### src/rtl/rwc_pkg.sv
package rwc_pkg;
  localparam int WORD_W = 16;

  typedef enum logic [1:0] {
    SP_ANY_PD = 2'b00,
    SP_ANY_P  = 2'b01,
    SP_SUP_PD = 2'b10,
    SP_SUP_P  = 2'b11
  } space_t;

  localparam logic [1:0] FC_DATA = 2'b01;
  localparam logic [1:0] FC_PROG = 2'b10;

  localparam logic [1:0] IDX_CTRL = 2'd0;
  localparam logic [1:0] IDX_TEST = 2'd1;
  localparam logic [1:0] IDX_BHI  = 2'd2;
  localparam logic [1:0] IDX_BLO  = 2'd3;

  localparam int BIT_HALT = 15;
  localparam int BIT_LOCK = 14;
endpackage

### src/rtl/rwc_perm.sv
module rwc_perm
  import rwc_pkg::*;
(
  input  logic [2:0] fc,
  input  space_t     space,
  output logic       arr_ok,
  output logic       reg_ok
);
  logic sup, is_prog, is_data, space_fit, level_fit;

  always_comb begin
    sup     = fc[2];
    is_prog = (fc[1:0] == FC_PROG);
    is_data = (fc[1:0] == FC_DATA);
    unique case (space)
      SP_ANY_PD: begin space_fit = is_prog | is_data; level_fit = 1'b1; end
      SP_ANY_P:  begin space_fit = is_prog;           level_fit = 1'b1; end
      SP_SUP_PD: begin space_fit = is_prog | is_data; level_fit = sup;  end
      default:   begin space_fit = is_prog;           level_fit = sup;  end
    endcase
    arr_ok = space_fit & level_fit;
    reg_ok = sup & is_data;
  end
endmodule

### src/rtl/rwc_regs.sv
module rwc_regs
  import rwc_pkg::*;
#(
  parameter int ADDR_W  = 24,
  parameter int BLK_LSB = 12
) (
  input  logic                      clk,
  input  logic                      rst,
  input  logic                      wr_en,
  input  logic [1:0]                idx,
  input  logic [WORD_W-1:0]         wmask,
  input  logic [WORD_W-1:0]         wdata,
  output logic                      halt_o,
  output logic                      lock_o,
  output space_t                    space_o,
  output logic [ADDR_W-BLK_LSB-1:0] tag_o,
  output logic [WORD_W-1:0]         rd_word_o
);
  localparam int TAG_W = ADDR_W - BLK_LSB;
  localparam int LO_W  = WORD_W - BLK_LSB;
  localparam int HI_W  = TAG_W - LO_W;

  logic             halt_q, lock_q;
  space_t           space_q;
  logic [TAG_W-1:0] tag_q;

  logic [WORD_W-1:0] ctrl_word, hi_word, lo_word, cur_word, merged;
  logic              base_open;

  always_comb begin
    ctrl_word = '0;
    ctrl_word[BIT_HALT] = halt_q;
    ctrl_word[BIT_LOCK] = lock_q;
    ctrl_word[1:0] = space_q;
    hi_word = '0;
    hi_word[HI_W-1:0] = tag_q[TAG_W-1:LO_W];
    lo_word = '0;
    lo_word[WORD_W-1:BLK_LSB] = tag_q[LO_W-1:0];
    unique case (idx)
      IDX_CTRL: cur_word = ctrl_word;
      IDX_BHI:  cur_word = hi_word;
      IDX_BLO:  cur_word = lo_word;
      default:  cur_word = '0;
    endcase
    merged    = (cur_word & ~wmask) | (wdata & wmask);
    base_open = halt_q & ~lock_q;
  end

  always_ff @(posedge clk) begin
    if (rst) begin
      halt_q  <= 1'b1;
      lock_q  <= 1'b0;
      space_q <= SP_ANY_PD;
      tag_q   <= '0;
    end else if (wr_en) begin
      unique case (idx)
        IDX_CTRL: begin
          halt_q  <= merged[BIT_HALT];
          lock_q  <= lock_q | (wmask[BIT_LOCK] & wdata[BIT_LOCK]);
          space_q <= space_t'(merged[1:0]);
        end
        IDX_BHI: if (base_open) tag_q[TAG_W-1:LO_W] <= merged[HI_W-1:0];
        IDX_BLO: if (base_open) tag_q[LO_W-1:0] <= merged[WORD_W-1:BLK_LSB];
        default: ;
      endcase
    end
  end

  assign halt_o    = halt_q;
  assign lock_o    = lock_q;
  assign space_o   = space_q;
  assign tag_o     = tag_q;
  assign rd_word_o = cur_word;

  a_r4_lock_sticky: assert property (@(posedge clk) disable iff (rst)
    lock_q |=> lock_q);
  a_r3_base_frozen: assert property (@(posedge clk) disable iff (rst)
    (!halt_q || lock_q) |=> $stable(tag_q));
endmodule

### src/rtl/rwc_decode.sv
module rwc_decode
  import rwc_pkg::*;
#(
  parameter int                ADDR_W   = 24,
  parameter int                BLK_LSB  = 12,
  parameter logic [ADDR_W-1:0] REG_BASE = 24'hFFFB40
) (
  input  logic                      clk,
  input  logic                      rst,
  input  logic                      valid,
  input  logic [ADDR_W-1:0]         addr,
  input  logic                      wr,
  input  logic                      arr_ok,
  input  logic                      reg_ok,
  input  logic                      halt,
  input  logic [ADDR_W-BLK_LSB-1:0] tag,
  input  logic [WORD_W-1:0]         rd_word,
  output logic                      reg_wr,
  output logic                      array_sel_q,
  output logic                      reg_sel_q,
  output logic                      hit_q,
  output logic [WORD_W-1:0]         rdata_q
);
  logic arr_hit, reg_hit;

  always_comb begin
    arr_hit = valid & ~halt & arr_ok & (addr[ADDR_W-1:BLK_LSB] == tag);
    reg_hit = valid & reg_ok & (addr[ADDR_W-1:3] == REG_BASE[ADDR_W-1:3]) & ~arr_hit;
    reg_wr  = reg_hit & wr;
  end

  always_ff @(posedge clk) begin
    if (rst) begin
      array_sel_q <= 1'b0;
      reg_sel_q   <= 1'b0;
      hit_q       <= 1'b0;
      rdata_q     <= '0;
    end else begin
      array_sel_q <= arr_hit;
      reg_sel_q   <= reg_hit;
      hit_q       <= arr_hit | reg_hit;
      rdata_q     <= (reg_hit & ~wr) ? rd_word : '0;
    end
  end

  a_r9_single_target: assert property (@(posedge clk) disable iff (rst)
    $onehot0({array_sel_q, reg_sel_q}));
  a_r7_halt_blocks: assert property (@(posedge clk) disable iff (rst)
    halt |=> !array_sel_q);
  a_r2_priv_regs: assert property (@(posedge clk) disable iff (rst)
    (valid && !reg_ok) |=> !reg_sel_q);
  a_r6_idle_quiet: assert property (@(posedge clk) disable iff (rst)
    !valid |=> (!hit_q && rdata_q == '0));
endmodule

### src/rtl/ram_window_ctl.sv
module ram_window_ctl
  import rwc_pkg::*;
#(
  parameter int                ADDR_W   = 24,
  parameter int                BLK_LSB  = 12,
  parameter logic [ADDR_W-1:0] REG_BASE = 24'hFFFB40
) (
  input  logic              clk,
  input  logic              rst,
  input  logic              bus_valid,
  input  logic [ADDR_W-1:0] bus_addr,
  input  logic [2:0]        bus_fc,
  input  logic              bus_wr,
  input  logic              bus_byte,
  input  logic [15:0]       bus_wdata,
  output logic [15:0]       bus_rdata,
  output logic              array_sel,
  output logic              reg_sel,
  output logic              hit
);
  localparam int TAG_W = ADDR_W - BLK_LSB;

  logic              halt, lock, arr_ok, reg_ok, reg_wr;
  space_t            space;
  logic [TAG_W-1:0]  tag;
  logic [WORD_W-1:0] rd_word, wmask;

  always_comb begin
    if (!bus_byte)        wmask = 16'hFFFF;
    else if (bus_addr[0]) wmask = 16'h00FF;
    else                  wmask = 16'hFF00;
  end

  rwc_perm u_perm (
    .fc     (bus_fc),
    .space  (space),
    .arr_ok (arr_ok),
    .reg_ok (reg_ok)
  );

  rwc_regs #(.ADDR_W(ADDR_W), .BLK_LSB(BLK_LSB)) u_regs (
    .clk       (clk),
    .rst       (rst),
    .wr_en     (reg_wr),
    .idx       (bus_addr[2:1]),
    .wmask     (wmask),
    .wdata     (bus_wdata),
    .halt_o    (halt),
    .lock_o    (lock),
    .space_o   (space),
    .tag_o     (tag),
    .rd_word_o (rd_word)
  );

  rwc_decode #(.ADDR_W(ADDR_W), .BLK_LSB(BLK_LSB), .REG_BASE(REG_BASE)) u_dec (
    .clk         (clk),
    .rst         (rst),
    .valid       (bus_valid),
    .addr        (bus_addr),
    .wr          (bus_wr),
    .arr_ok      (arr_ok),
    .reg_ok      (reg_ok),
    .halt        (halt),
    .tag         (tag),
    .rd_word     (rd_word),
    .reg_wr      (reg_wr),
    .array_sel_q (array_sel),
    .reg_sel_q   (reg_sel),
    .hit_q       (hit),
    .rdata_q     (bus_rdata)
  );

  a_r5_user_barred: assert property (@(posedge clk) disable iff (rst)
    (bus_valid && !bus_fc[2] && space[1]) |=> !array_sel);
  a_r4_lock_reset_free: assert property (@(posedge clk)
    rst |=> !lock);
endmodule

### config.mk
export PLATFORM = sky130hd
export DESIGN_NAME = ram_window_ctl
export DESIGN_NICKNAME = d
export VERILOG_FILES = /design/src/rtl/rwc_pkg.sv /design/src/rtl/rwc_perm.sv /design/src/rtl/rwc_regs.sv /design/src/rtl/rwc_decode.sv /design/src/rtl/ram_window_ctl.sv
export SDC_FILE = /design/constraint.sdc
export NUM_CORES = 1
export LEC_CHECK = 0
export CAP_MARGIN = 40
export CORE_ASPECT_RATIO = 1.4
export CORE_MARGIN = 10
export CORE_UTILIZATION = 48
export CTS_CLUSTER_DIAMETER = 100
export CTS_CLUSTER_SIZE = 8
export DETAILED_ROUTE_END_ITERATION = 8
export HOLD_SLACK_MARGIN = 0.03
export MAX_ROUTING_LAYER = met4
export PLACE_DENSITY_LB_ADDON = 0.05
export SLEW_MARGIN = 25
export SYNTH_ARGS = -nofsm -noshare
export SYNTH_HDL_FRONTEND = slang
export SYNTH_HIERARCHICAL = 1
export SYNTH_SLANG_ARGS = --single-unit
### constraint.sdc
create_clock -name clk -period 6.4 [get_ports clk]
set_input_delay 1.28 -clock clk [delete_from_list [all_inputs] [get_ports clk]]
set_output_delay 1.28 -clock clk [all_outputs]
set_load 0.02 [all_outputs]
## Yosys cells after proc, flatten, opt, wreduce, memory -nomap -nowiden

Index checks and enable logic that the tools add are counted.

| operators by class | value |
|---|---|
| equality and inequality tests | 8 |
| multiplexer cells | 5 |
| bitwise gates (word level) | 24 |
| reduce and logical (&&, ||, !) cells | 8 |

Operators by type and width:

| kind | number |
|---|---|
| $pmux W16 S3 | 1 |
| $and A16 B16 Y16 | 2 |
| $mux W16 | 2 |
| $eq A21 B21 Y1 const B | 1 |
| $not A16 Y16 | 1 |
| $or A16 B16 Y16 | 1 |
| $and A1 B1 Y1 | 12 |
| $eq A12 B12 Y1 | 1 |
| $eq A2 B2 Y1 const B | 4 |
| $reduce_and A3 Y1 | 2 |
| $reduce_or A2 Y1 | 3 |
| $not A1 Y1 | 5 |
| $eq A2 B1 Y1 const B | 2 |
| $logic_not A2 Y1 | 2 |
| $or A1 B1 Y1 | 3 |
| $mux W1 | 2 |
| $reduce_and A2 Y1 | 1 |

| storage, ports and cells | value |
|---|---|
| flip-flop bits (word level) | 35 |
| bits of input ports | 48 |
| output and inout bits | 19 |
| word-level logic and storage cells | 54 |

## Logic depth before layout (Yosys ltp)

Gate-level depths: netlist of run 1.

| logic depth | value |
|---|---|
| depth in word-level cells | 11 |
| mapped depth | 12 |
| gate-level depth less buffers | 10 |

## Hierarchy

The synthesis of run 1 kept the hierarchy.

Modules (own cells, without submodules):

| module | instances | cells an instance | area an instance (um^2) | sequential area each (um^2) |
|---|---|---|---|---|
| rwc_regs | 1 | 105 | 919.6 | 320.3 |
| rwc_decode | 1 | 87 | 878.3 | 380.4 |
| rwc_perm | 1 | 9 | 63.8 | 0.0 |
| ram_window_ctl | 1 | 2 | 10.0 | 0.0 |

## Least setup slack after synthesis of run 1

Ideal clock, no wire load.

| path | value |
|---|---|
| path type | input-to-reg |
| start point | input bus_fc[0] |
| end point | register u_regs.tag_q[10], in the netlist u_regs/tag_o[10] |
| setup time | 0.116 ns |
| arrival | 3.325 ns |
| required time | 6.284 ns |
| slack | 2.959 ns |
| cell stages on the path | 12 |
| buffers on the path | 2 |
| cells stage by stage | inv_1 > ha_1 > or2_0 > a21oi_2 > nand4b_1 > nor4_4 > buf_6 > nor3b_1 > and3b_1 > and2_1 > buf_2 > a41o_1 |

| between the ends | value |
|---|---|
| longest elaborated chain between the ends | 10 |
| elaborated cells between the ends (all ways) | 14 |
| classes of those cells | eq/ne (2); mux (1); bitwise (10); reduce/logical (1) |

Ends and longest elaborated chain:

| item | RTL line | source |
|---|---|---|
| start, declared | ram_window_ctl.sv:12 | `input logic [2:0] bus_fc,` |
| $eq A2 B2 Y1 / $eq A2 B1 Y1 (equally long branches) | rwc_perm.sv:13, rwc_perm.sv:14 |  |
| $or A1 B1 Y1 | rwc_perm.sv:16, rwc_perm.sv:18 |  |
| $mux W1 (*) | - |  |
| $and A1 B1 Y1 (*) | rwc_perm.sv:21 | `arr_ok = space_fit & level_fit;` |
| net arr_ok | ram_window_ctl.sv:23 | `logic halt, lock, arr_ok, reg_ok, reg_wr;` |
| $and A1 B1 Y1 (*) (2 in a row) | rwc_decode.sv:27 | `arr_hit = valid & ~halt & arr_ok & (addr[ADDR_W-1:BLK_LSB] == tag);` |
| $not A1 Y1 (*) | rwc_decode.sv:28 | `reg_hit = valid & reg_ok & (addr[ADDR_W-1:3] == REG_BASE[ADDR_W-1:3]) & ~arr_hit;` |
| $and A1 B1 Y1 (*) | rwc_decode.sv:28 |  |
| $and A1 B1 Y1 (*) | rwc_decode.sv:29 | `reg_wr = reg_hit & wr;` |
| net reg_wr | ram_window_ctl.sv:23 |  |
| $reduce_and A3 Y1 (no source line) (*) | - |  |
| end signal, assigned by index | rwc_regs.sv:62 | `IDX_BHI: if (base_open) tag_q[TAG_W-1:LO_W] <= merged[HI_W-1:0];` |
| end signal, assigned by index | rwc_regs.sv:63 | `IDX_BLO: if (base_open) tag_q[LO_W-1:0] <= merged[WORD_W-1:BLK_LSB];` |
| end, declared | rwc_regs.sv:25 | `logic [TAG_W-1:0] tag_q;` |

Mark *: on every way through the listed nets, which the timed path passes. The rest lies on a longest branch.
A chain may end at the register's enable or synchronous reset.

## Worst setup path in the final report of run 1

| path | value |
|---|---|
| start point | input bus_fc[0] |
| end point | register u_regs.tag_q[4], in the netlist u_regs/tag_o[4] |

| between the ends | value |
|---|---|
| elaborated cells between the ends (all ways) | 14 |
| classes of those cells | eq/ne (2); mux (1); bitwise (10); reduce/logical (1) |

RTL lines:

| item | RTL line | source |
|---|---|---|
| $eq A2 B1 Y1 | rwc_perm.sv:14 | `is_data = (fc[1:0] == FC_DATA);` |
| $and A1 B1 Y1 | rwc_perm.sv:22 | `reg_ok = sup & is_data;` |
| net reg_ok | ram_window_ctl.sv:23 |  |
| $and A1 B1 Y1 (3 in a row) | rwc_decode.sv:28 |  |
| $and A1 B1 Y1 | rwc_decode.sv:29 |  |
| net reg_wr | ram_window_ctl.sv:23 |  |
| $reduce_and A3 Y1 (no source line) | - |  |

The timed path passes the listed nets, and every way through them passes these cells.

==> metrics.cfg, run 1 <==
[synth]
ys_top_cells_by_area = dfxtp_1, xnor2_1, nor3_2, nand2_1, a41o_1
synth_ff_type = dfxtp_1
yosys.area.top_type = dfxtp_1
synthCells = 203
yosysWarnings = 6
synth.cell_area_sq_um = 1870
synth_edf_count = 0
netlist.area_leader.share_pct = 37.4
ys_seq_area_share_pct = 37.4
synth.avg_cell_area_sq_um = 9.22
ys_ff_latch = 35
synth.distinct_cells = 49
async_reset_ff_share_pct = 0

[pwr]
combPwrFrac_pct = 12.8
p_leak_uw = 0.000940
p_total_uw = 424
p_clk_share_pct = 35.9
power_frac_seq_pct = 51.3
power.internal_uw = 325
p_switching_uw = 99.1
power_per_cell_area_nw_per_um2 = 166
switching_share_pct = 23.3
ir_drop_v = 0.000187

[global_route]
grt_pass1_vias = 1685
grt_pass1_wl_um = 7780
antenna_found_initial = 0
grt_max_degree = 21
grt_usage_pct = 14.5
overflow = 0

[cells_and_area]
stdcell_area_sq_um = 2560
area_growth_pct = 36.8
nNetsFinal = 313
antenna_cells = 0
final_cell_mix = clkdlybuf4s50_1, dfxtp_1, nand2_1
instances_no_fill = 306
fillers = 338
layout.cells.most_common = clkdlybuf4s50_1
drive_gt1_share_pct = 11.0

[clock_network]
cts_buffers = 5
cts_tree = built
cts_sinks = 35
insertion_delay_ps = 290
cts.htree.levels = 2
post_cts_buffers = 0
clk_pin_slew_ps = 70
cts_root_buf = clkbuf_8
cts_resized = 0
cts_buffer_depth = 2
cts_hold_buf = 0

[floorplan]
fp.dieH_um = 93.9
die_x_um = 72.8
core-area_sq_um = 3710
dieArea_sq_um = 6830
rows = 26
ios = 67
initial_core_util_pct = 50.5

[timing]
setup_viol = 0
fin_ws_ps = 2030
slew_headroom_pct = 59.4
worstMarginPinSlew_ps = 609
setup_tns_ps = 0
max_freq_mhz = 229
final.min_clock_period_ps = 4370
rsz0062_at_grt = false
fin_skew_ps = 4.76
drv_slew = 0
finalCritPeriodShare_pct = 68.3
hold_violations = 0

[placement]
dp.cells = 297
gp_congestion = 0.883
hpwl_um = 3780
place_ws_ps = 1780
place_area_sq_um = 2470
portBuffers = 62

[job]
cap_violations = 0

[worst_setup_path]
worst_setup_path_start_kind = input port
critPathKind = in -> reg
worstPathMaxFanout = 18
crit_path_end_kind = flop
worstPathRequired_ps = 6550
cp.arrival_ps = 4520
r2r_slack_ps = 3720

[outcome]
status = finished, final reports clean

[drt]
vias = 1661
routedWlPerCell_um = 15.9
remaining_drc_errors = 0
totalWireLength_um = 4870
first_iter_violations = 78
first_pass_iters = 4
ant_nets = 0
vias_per_cell = 5.43

[worst_hold_path]
min_path_type = reg -> reg

## logic make-up (layout without fill, tap and decap cells)
| family | count (synthesis) | after routing | share of synthesized area [%] |
|---|---|---|---|
| simple gates | 85 | 85 | 29.7 |
| compound gates | 38 | 38 | 16.4 |
| flops | 35 | 35 | 37.4 |
| buf+inv | 28 | 86 | 8.09 |
| xor+xnor | 12 | 12 | 5.61 |
| fa+ha+maj | 2 | 2 | 1.34 |
| mux | 2 | 2 | 1.20 |
| other cells | 1 | 4 | 0.200 |
## through the flow
stage	hold WS (ps)	utilization, %
floorplan	470	-
CTS	507	68.9
global placement	490	66.5
finish	505	69.1
detailed placement	499	66.7
global route	546	69.1
## metal layers
layer / share of wire [%] / track usage [%]
met5: 0 / -
met4: 1.4 / 6.35
met3: 6.2 / 3.39
met2: 49 / 24.3
met1: 44 / 15.9
## power groups by stage
stage                     Sequential [uW]  Combinational (uW)  Clock [uW]
after floorplan                       223                21.4           0
after global placement                223                52.8           0
after detailed placement              223                53.3           0
after CTS                             218                53.5         154
after global routing                  218                58.2         163
final                                 218                54.3         152
## state kept, by name, summed over array words and instances, names as in the netlist
| name | count |
|---|---|
| u_dec/array_sel_q | 1 |
| u_dec/hit_q | 1 |
| u_dec/rdata_q | 16 |
| u_dec/reg_sel_q | 1 |
| u_regs/halt_o | 1 |
| u_regs/lock_o | 1 |
| u_regs/space_o | 2 |
| u_regs/tag_o | 12 |
## critical path, cell delays in order
cell,delay (ps)
clkdlybuf4s50_1,480
ha_1,130
and2_1,110
nand2_1,70
nor4_2,270
nand4_2,510
nor3b_1,580
and3b_1,520
and2_1,410
a311oi_2,150
## area by class of cell
cell class	instances	area [sq um]	share of cell area [%]
multi-input cells	143	1030	40.3
well taps	42	52.6	2.05
clock buffers	7	76.3	2.98
clock inverters	1	5.00	0.195
inverters	12	45.0	1.76
repair buffers	66	651	25.4
flip-flops and latches	35	701	27.4
## synth_stat cells, types with 2 or more instances
cell and count:
inv_1 12, nor3_2 10, xnor2_1 12, nand4b_1 2
a21oi_1 5, ha_1 2, o31ai_1 2, o211ai_1 2
nor3_1 7, nand3_1 2, a31oi_1 3, nand4_1 5
a22o_1 2, buf_4 4, a311oi_2 2, and3_1 2
or3b_1 2, nand2_1 22, dfxtp_1 35, a41o_1 6
mux2_1 2, and2_1 9, buf_6 4, o21ai_0 4
nor2b_1 5, nor2_1 4, clkbuf_1 7, nor3b_1 2
a221oi_1 2, a311oi_1 6
## path summary, 6_finish.rpt
| path | start | end | cells past startpoint |
|---|---|---|---|
| max | bus_fc[0] | u_regs/tag_o[4] | 10 |
| min | u_regs/tag_o[0] | u_regs/tag_o[0] | 2 |
| max reg2reg | u_regs/space_o[0] | u_regs/tag_o[11] | 9 |
| min reg2reg | u_regs/tag_o[0] | u_regs/tag_o[0] | 2 |
Note: power is estimated with default switching activity, not from simulation.
==> inputs of run 2 (changes only) <==
Settings changed: CORE_UTILIZATION 48 to 45.
Clock period 6.4 ns to 4.6 ns, I/O delays scaled along.
==> run 2 against run 1 <==
Net effect:
- global-route usage down 0.078 points
- sequential cell count unchanged
- cell area up 0.34%
- clock power is 39% higher
- setup slack got worse by 930 ps
- wire length is 1.3% higher
- final cell count increased by 0.65%
- core utilization decreased by 4.6 points
- sequential share of layout area fell by 0.093 points
- worst hold slack better by 1.9 ps
==> metrics.cfg, run 2 (synthesized netlist as in run 1, its figures left out) <==
[timing]
finalCritPeriodShare_pct = 76.2
hold_violations = 0
worstMarginPinSlew_ps = 645
rsz0062_at_grt = false
whs_ps = 507
fin_skew_ps = 3.38
max_freq_mhz = 285
setup_viol = 0
drv_slew = 0
final.min_clock_period_ps = 3510
slew_headroom_pct = 56.9
setup_tns_ps = 0

[clock_network]
clk_pin_slew_ps = 70
cts_sinks = 35
post_cts_buffers = 0
cts_root_buf = clkbuf_8
cts_resized = 0
cts_hold_buf = 0
cts.htree.levels = 2
cts_buffers = 5
cts_tree = built
cts_buffer_depth = 2
insertion_delay_ps = 280

[cells_and_area]
final_cell_mix = clkdlybuf4s50_1, dfxtp_1, nand2_1
instances_no_fill = 308
nNetsFinal = 314
drive_gt1_share_pct = 11.3
fin_util_pct = 64.5
seqCellArea_sq_um = 701
fillers = 362
antenna_cells = 0
area_growth_pct = 37.3
regMostFlops = u_dec/rdata_q
multi_input_area_sq_um = 1030
layout.cells.most_common = clkdlybuf4s50_1
largest_reg_flops = 16

[placement]
gp_congestion = 0.823
dp.cells = 300
portBuffers = 62
hpwl_um = 3850

[drt]
totalWireLength_um = 4940
ant_nets = 0
first_pass_iters = 4
vias_per_cell = 5.31
first_iter_violations = 107
vias = 1637
remaining_drc_errors = 0
routedWlPerCell_um = 16.0

[floorplan]
rows = 27
initial_core_util_pct = 47.0
die_x_um = 74.5
dieArea_sq_um = 7180
ios = 67
fp.dieH_um = 96.3
core-area_sq_um = 3990

[pwr]
ir_drop_v = 0.000130
p_total_uw = 590
p_leak_uw = 0.000944
power_per_cell_area_nw_per_um2 = 229
switching_share_pct = 23.2
power.internal_uw = 453
combPwrFrac_pct = 12.8
p_clk_share_pct = 35.8
p_switching_uw = 137
power_frac_seq_pct = 51.4

[worst_setup_path]
crit_path_end_kind = flop
worstPathMaxFanout = 12
worst_setup_path_start_kind = input port
worstPathRequired_ps = 4780
critPathKind = in -> reg
cp.arrival_ps = 3680

[global_route]
antenna_found_initial = 0
grt_pass1_wl_um = 7860
grt_pass1_vias = 1631
grt_usage_pct = 14.5
grt_max_degree = 20
overflow = 0

[job]
cap_violations = 0

[outcome]
status = finished, final reports clean

[worst_hold_path]
min_path_type = reg -> reg

-- run 2: through the flow --
stage | instance area [sq um] | setup WS, ps
CTS | 2570 | 1110
floorplan | 1880 | 1520
finish | 2570 | 1090
global placement | 2480 | 832
global route | 2570 | 918
detailed placement | 2490 | 830
-- run 2: critical path, stage by stage --
cell and delay [ps]:
clkdlybuf4s50_1 480, inv_1 50, ha_1 280, or2_0 240, a21oi_2 130, nand4b_1 160, nor4_4 310, nor3b_1 130
and3b_1 350, and2_1 350, a41o_1 280
-- run 2: power groups by stage --
stage                     logic, uW  clock network (uW)  registers [uW]
after floorplan                29.7                   0             310
after global placement         74.1                   0             310
after detailed placement       75.3                   0             310
after CTS                      75.8                 217             303
after global routing           81.9                 230             303
final                          75.7                 211             303
-- run 2: metal layers --
metal,track usage (%),vias to the layer above,wire length (um)
met2,24.4,54,2430
li1,-,844,-
met3,2.99,6,304
met1,16.2,733,2130
met4,5.70,0,70
met5,-,-,0
-- run 2: cell type report --
cell class | instances | share of cell area (%)
Multi-Input combinational cell | 143 | 40.1
Tap cell | 43 | 2.09
Clock buffer | 7 | 2.97
Clock inverter | 1 | 0.195
Sequential cell | 35 | 27.3
Inverter | 12 | 1.75
Timing Repair Buffer | 67 | 25.6
-- run 2: final timing paths --
kind                          start          endpoint  slack (ps)  cells past startpoint
setup / recovery          bus_fc[0]  u_regs/tag_o[11]        1090                     11
hold / removal      u_regs/tag_o[1]   u_regs/tag_o[1]         510                      2
setup reg to reg  u_regs/space_o[0]   u_regs/tag_o[4]        2210                      8
hold reg to reg     u_regs/tag_o[1]   u_regs/tag_o[1]         510                      2
